$ cat src/rtl/crc32c_step_pkg.sv
package crc32c_step_pkg;

  localparam int unsigned CRC_W  = 32;
  localparam int unsigned BYTE_W = 8;
  localparam int unsigned SIZE_W = 2;

  typedef logic [CRC_W-1:0]  crc_t;
  typedef logic [BYTE_W-1:0] byte_t;

  typedef enum logic [SIZE_W-1:0] {
    SZ_BYTE = 2'b00,
    SZ_HALF = 2'b01,
    SZ_WORD = 2'b10,
    SZ_RSVD = 2'b11
  } size_e;

  // One byte folded into a reflected CRC, least significant bit first.
  function automatic crc_t crc_fold_byte(input crc_t crc, input byte_t b,
                                         input crc_t poly_refl);
    crc_t c;
    c = crc ^ crc_t'(b);
    for (int k = 0; k < BYTE_W; k++) begin
      if (c[0]) c = (c >> 1) ^ poly_refl;
      else      c = c >> 1;
    end
    return c;
  endfunction

endpackage

$ cat src/rtl/crc32c_byte_lane.sv
module crc32c_byte_lane
  import crc32c_step_pkg::*;
#(
  parameter crc_t POLY_REFL = 32'h82F63B78
) (
  input  crc_t  lane_crc_i,
  input  byte_t lane_byte_i,
  output crc_t  lane_crc_o
);

  // Unrolled XOR network for one byte step.
  always_comb begin
    lane_crc_o = crc_fold_byte(lane_crc_i, lane_byte_i, POLY_REFL);
  end

endmodule

$ cat src/rtl/crc32c_lane_chain.sv
module crc32c_lane_chain
  import crc32c_step_pkg::*;
#(
  parameter int unsigned LANES     = 4,
  parameter crc_t        POLY_REFL = 32'h82F63B78,
  localparam int unsigned DATA_W   = LANES * BYTE_W
) (
  input  crc_t                         seed_i,
  input  logic [DATA_W-1:0]            data_i,
  output logic [LANES-1:0][CRC_W-1:0]  taps_o
);

  // Lane n takes byte n and the output of lane n-1, so tap n holds the
  // CRC after bytes 0..n have been folded in, low byte first.
  generate
    for (genvar n = 0; n < LANES; n++) begin : g_lane
      crc_t lane_in;
      if (n == 0) begin : g_first
        assign lane_in = seed_i;
      end else begin : g_next
        assign lane_in = taps_o[n-1];
      end
      crc32c_byte_lane #(.POLY_REFL(POLY_REFL)) lane_i (
        .lane_crc_i  (lane_in),
        .lane_byte_i (data_i[n*BYTE_W +: BYTE_W]),
        .lane_crc_o  (taps_o[n])
      );
    end
  endgenerate

endmodule

$ cat src/rtl/crc32c_size_sel.sv
module crc32c_size_sel
  import crc32c_step_pkg::*;
#(
  parameter int unsigned LANES = 4
) (
  input  size_e                        size_i,
  input  crc_t                         seed_i,
  input  logic [LANES-1:0][CRC_W-1:0]  taps_i,
  output crc_t                         result_o,
  output logic                         rsvd_o
);

  localparam int unsigned HALF_TAP = 1;
  localparam int unsigned WORD_TAP = LANES - 1;

  always_comb begin
    rsvd_o   = 1'b0;
    result_o = seed_i;
    unique case (size_i)
      SZ_BYTE: result_o = taps_i[0];
      SZ_HALF: result_o = taps_i[HALF_TAP];
      SZ_WORD: result_o = taps_i[WORD_TAP];
      SZ_RSVD: begin
        result_o = seed_i;
        rsvd_o   = 1'b1;
      end
      default: begin
        result_o = seed_i;
        rsvd_o   = 1'b1;
      end
    endcase
  end

endmodule

$ cat src/rtl/crc32c_step.sv
module crc32c_step
  import crc32c_step_pkg::*;
#(
  parameter int unsigned LANES     = 4,
  parameter logic [31:0] POLY_REFL = 32'h82F63B78,
  localparam int unsigned DATA_W   = LANES * 8
) (
  input  logic              clk,
  input  logic              rst_n,
  input  logic              in_valid,
  output logic              in_ready,
  input  logic [1:0]        in_size,
  input  logic [31:0]       in_crc,
  input  logic [DATA_W-1:0] in_data,
  output logic              out_valid,
  input  logic              out_ready,
  output logic [31:0]       out_crc,
  output logic              out_err
);

  logic [LANES-1:0][CRC_W-1:0] taps;
  crc_t  next_crc;
  logic  size_rsvd;
  size_e size_sel;

  // Named events for the assertions.
  logic acc_fire;
  logic out_drain;

  assign size_sel  = size_e'(in_size);
  assign in_ready  = !out_valid || out_ready;
  assign acc_fire  = in_valid && in_ready;
  assign out_drain = out_valid && out_ready;

  crc32c_lane_chain #(.LANES(LANES), .POLY_REFL(POLY_REFL)) chain_i (
    .seed_i (in_crc),
    .data_i (in_data),
    .taps_o (taps)
  );

  crc32c_size_sel #(.LANES(LANES)) sel_i (
    .size_i   (size_sel),
    .seed_i   (in_crc),
    .taps_i   (taps),
    .result_o (next_crc),
    .rsvd_o   (size_rsvd)
  );

  always_ff @(posedge clk or negedge rst_n) begin
    if (!rst_n) begin
      out_valid <= 1'b0;
      out_crc   <= '0;
      out_err   <= 1'b0;
    end else if (acc_fire) begin
      out_valid <= 1'b1;
      out_crc   <= next_crc;
      out_err   <= size_rsvd;
    end else if (out_drain) begin
      out_valid <= 1'b0;
    end
  end

  AST_ACCEPT_SHOWS: assert property (@(posedge clk) disable iff (!rst_n)
    acc_fire |=> out_valid);
  AST_STALL_HOLDS: assert property (@(posedge clk) disable iff (!rst_n)
    (out_valid && !out_ready) |=> (out_valid && $stable(out_crc) && $stable(out_err)));
  AST_DRAIN_CLEARS: assert property (@(posedge clk) disable iff (!rst_n)
    (out_drain && !acc_fire) |=> !out_valid);
  AST_RSVD_PASSES: assert property (@(posedge clk) disable iff (!rst_n)
    (acc_fire && in_size == 2'b11) |=> (out_err && out_crc == $past(in_crc)));
  AST_ERR_ONLY_RSVD: assert property (@(posedge clk) disable iff (!rst_n)
    (acc_fire && in_size != 2'b11) |=> !out_err);
  AST_BYTE_RESULT: assert property (@(posedge clk) disable iff (!rst_n)
    (acc_fire && in_size == 2'b00) |=>
      out_crc == crc_fold_byte($past(in_crc), $past(in_data[7:0]), POLY_REFL));

endmodule

$ cat config.mk
export PLATFORM = sky130hd
export DESIGN_NAME = crc32c_step
export DESIGN_NICKNAME = d
export VERILOG_FILES = /design/src/rtl/crc32c_step_pkg.sv /design/src/rtl/crc32c_byte_lane.sv /design/src/rtl/crc32c_lane_chain.sv /design/src/rtl/crc32c_size_sel.sv /design/src/rtl/crc32c_step.sv
export SDC_FILE = /design/constraint.sdc
export NUM_CORES = 1
export LEC_CHECK = 0
export BUFFER_PORTS_ARGS = -buffer_cell sky130_fd_sc_hd__buf_2
export CAP_MARGIN = 40
export CORE_MARGIN = 2
export CORE_UTILIZATION = 55
export CTS_BUF_LIST = sky130_fd_sc_hd__clkbuf_16
export DETAILED_ROUTE_END_ITERATION = 7
export GPL_TIMING_DRIVEN = 0
export PLACE_DENSITY = 0.75
export SKIP_CTS_REPAIR_TIMING = 1
export SLEW_MARGIN = 10
export SYNTH_ARGS = -nofsm -noshare
export SYNTH_HDL_FRONTEND = slang
export SYNTH_SLANG_ARGS = --single-unit
$ cat constraint.sdc
create_clock -name clk -period 4.1 [get_ports clk]
set_clock_uncertainty 0.05 [all_clocks]
set_input_delay 0.41 -clock clk [delete_from_list [all_inputs] [get_ports clk]]
set_output_delay 0.41 -clock clk [all_outputs]
set_load 0.02 [all_outputs]
==> metrics.csv <==
stage,metric,value,unit
clocking,clockRootBuffer,clkbuf_16,
synth,synth_edf_count,0,
job,max_cap_viol_count,0,
detailed_routing,ant_nets,0,
clocking,cts_buffers,5,
final_layout,final_util,86.2,%
place,portBuffers,102,
detailed_routing,wirelength,28900,um
timing,finalCriticalPeriod,4.68,ns
floorplanning,start_util,55.8,%
status,failed_checks,negative setup slack,
place,dpl_cell_area,0.00758,sq mm
grt,antenna_found_initial,0,
clocking,tritoncts,yes,
critical_path,cp_max_fo,5,
synth,synth_area_per_cell,10.9,sq um
critical_path,worstRegToRegCells,6,
grt,grt.busiest_layer,met2,
clocking,clkSinkCount,34,
final_layout,drive_gt1_share,50.9,%
synth,synthesis.area,0.00661,sq mm
detailed_routing,post_drt_wl_per_cell,28.0,um
timing,tightestPinTransition,0.775,ns
timing,setup_ws,-0.581,ns
detailed_routing,drt-initial-drc-count,861,
final_layout,final_cell_area,0.0102,sq mm
critical_path,cp-startpoint,in_crc[6],
grt,grt_overflow_total,0,
grt,grt_usage,34.2,%
synth,synthArstFlopShare,100,%
final_layout,fillers,572,
clocking,h-tree-depth,2,
grt,grt_use_met3,4.84,%
floorplanning,ios,105,
grt,first_global_vias,5210,
clocking,clk_latency,0.27,ns
place,place_ws,-1.26,ns
detailed_routing,vias,6424,
final_layout,antenna_cells,0,
timing,finalCritPeriodShare,114,%
synth,synth_seq_cells,34,
synth,synth_cell_types,45,
critical_path,critPathArrivalTime,4.77,ns
grt,grt_max_degree,35,
critical_path,reg2reg_setup_slack,1.79,ns
floorplanning,fp.dieW,114,um
floorplanning,fp.dieH,114,um
critical_path,crit_required,4.19,ns
synth,yosysSeqAreaShare,12.9,%
critical_path,critPathKind,in -> reg,
critical_path,endpoint_kind,flop,
critical_path,cp-start-kind,input port,
timing,relSlewSlack,48.3,%
clocking,cts.path.max_buffers,2,
timing,setup_tns,-12.02,ns
floorplanning,dieArea,0.0129,sq mm
place,dp_hpwl,18200,um
grt,grt_use_met2,56.6,%
floorplanning,core,0.0119,sq mm
place,gp_congestion,0.964,
timing,rsz0062_at_grt,true,
status,status,"complete, but fails checks",
synth,synth_nets,676,
final_layout,synthToLayoutAreaGrowth,54.6,%
synth,synth_flop_cell,dfrtp_1,
timing,hold_viol_final,0,
timing,fmax,214,MHz
detailed_routing,post_drt_via_cell_ratio,6.22,
synth,syn_inst,606,
timing,drv_slew,0,
floorplanning,fp-row-count,40,
final_layout,fin_nets,955,
min_path,hold_class,in -> async,
critical_path,r2r_end,out_crc[7]$_DFFE_PN0P_,
grt,grt_pass1_wl,31900,um
critical_path,timing.rr.start,out_valid$_DFFE_PN0P_,
clocking,cts.clk_slew.worst_paths,0.06,ns
grt,use_met1,46.7,%
detailed_routing,drt_pass1_iterations,5,
synth,yosys_warnings,0,
detailed_routing,drcViolationCount,0,
timing,setup_violations,32,
-- worst max-delay path by stage --
stage,to,slack [ns],depth (start not counted)
floorplan,out_crc[19]$_DFFE_PN0P_,-0.31,12
global placement,out_crc[11]$_DFFE_PN0P_,-1.26,13
detailed placement,out_crc[11]$_DFFE_PN0P_,-1.26,13
CTS,out_crc[11]$_DFFE_PN0P_,-1.01,13
global route,out_crc[20]$_DFFE_PN0P_,-0.64,14
finish,out_crc[11]$_DFFE_PN0P_,-0.58,15
-- state kept, by name, indices dropped and copies added, names as in the netlist --
signal	flops
out_valid	1
out_crc	32
out_err	1
-- critical path: stages --
cell       delay [ns]
buf_8            0.11
xnor2_4          0.24
buf_12           0.13
xnor3_2          0.48
xnor2_4          0.24
xnor3_2          0.46
buf_12           0.17
xnor3_2          0.30
xnor3_2          0.51
xnor2_4          0.27
xor3_2           0.56
buf_4            0.18
xnor2_2          0.22
xnor3_1          0.32
a2bb2oi_1        0.16
-- cell usage after synthesis (4+ instances only) --
master    number  area share, %
mux2i_1        6           0.91
a211oi_1       7           0.79
xnor3_1       66             22
xnor2_4        9            3.7
clkbuf_1      16           0.91
xnor2_1      193             26
xor2_1        45            6.0
xor3_1        12            4.3
xor2_2         4           0.98
xnor2_2       14            3.4
a21oi_1       29            2.2
nand2_1       36            2.0
mux4_2         4            1.4
o22ai_1       11            1.0
o21ai_0       28            2.1
nor3_1         6           0.45
inv_1          7           0.40
dfrtp_1       34             13
a221oi_1       4           0.53
nor2_1        33            1.9
-- cell type report --
class	instances	area, sq um	area share [%]
clock inverter	3	12.5	0.122
multi-input combinational	543	6820	66.8
tap	147	184	1.80
sequential	34	851	8.32
inverter	7	26.3	0.257
clock buffer	5	125	1.22
timing repair buffer	272	2070	20.3
buffer	22	126	1.24
-- stage by stage --
step                      hold slack, ns  instances
final                              0.161       1033
after global routing               0.210       1033
after CTS                          0.173        865
after detailed placement           0.417        857
after global placement             0.411        855
after floorplan                   0.0644        606
-- cells by family (layout without fill, tap and decap cells) --
kind of cell           count (synthesis)  in the layout  synth area share [%]
multiplexers                          12             12                  2.61
flip-flops                            34             34                  12.9
buffers and inverters                 29            309                  1.78
XOR/XNOR                             348            348                  68.4
AND/OR/NAND/NOR                       85             85                  5.33
AO/OA/AOI/OAI                         98             98                  9.04
-- placed cells by master (no fill, tap or decap), types with 8 or more instances in the layout --
master,n
xnor2_1,137
buf_4,135
buf_2,94
xnor2_4,44
nand2_1,36
xnor3_2,35
xnor2_2,35
dfrtp_1,34
nor2_1,32
xnor3_1,32
xor2_1,29
a21oi_1,27
buf_6,27
o21ai_0,18
clkbuf_1,16
buf_12,14
xor2_2,11
o22ai_1,11
xor2_4,10
inv_1,8
xor3_2,8
o21ai_1,8
-- layer usage --
layer	vias up	wire, um	part of all wire [%]
li1	2617	-	-
met1	3113	10300	36
met2	538	13500	47
met3	156	3050	11
met4	0	2090	7.2
met5	-	0	0
Power is not shown: default switching activity piles up to over one toggle a cycle in this logic, so the estimate is an artifact.
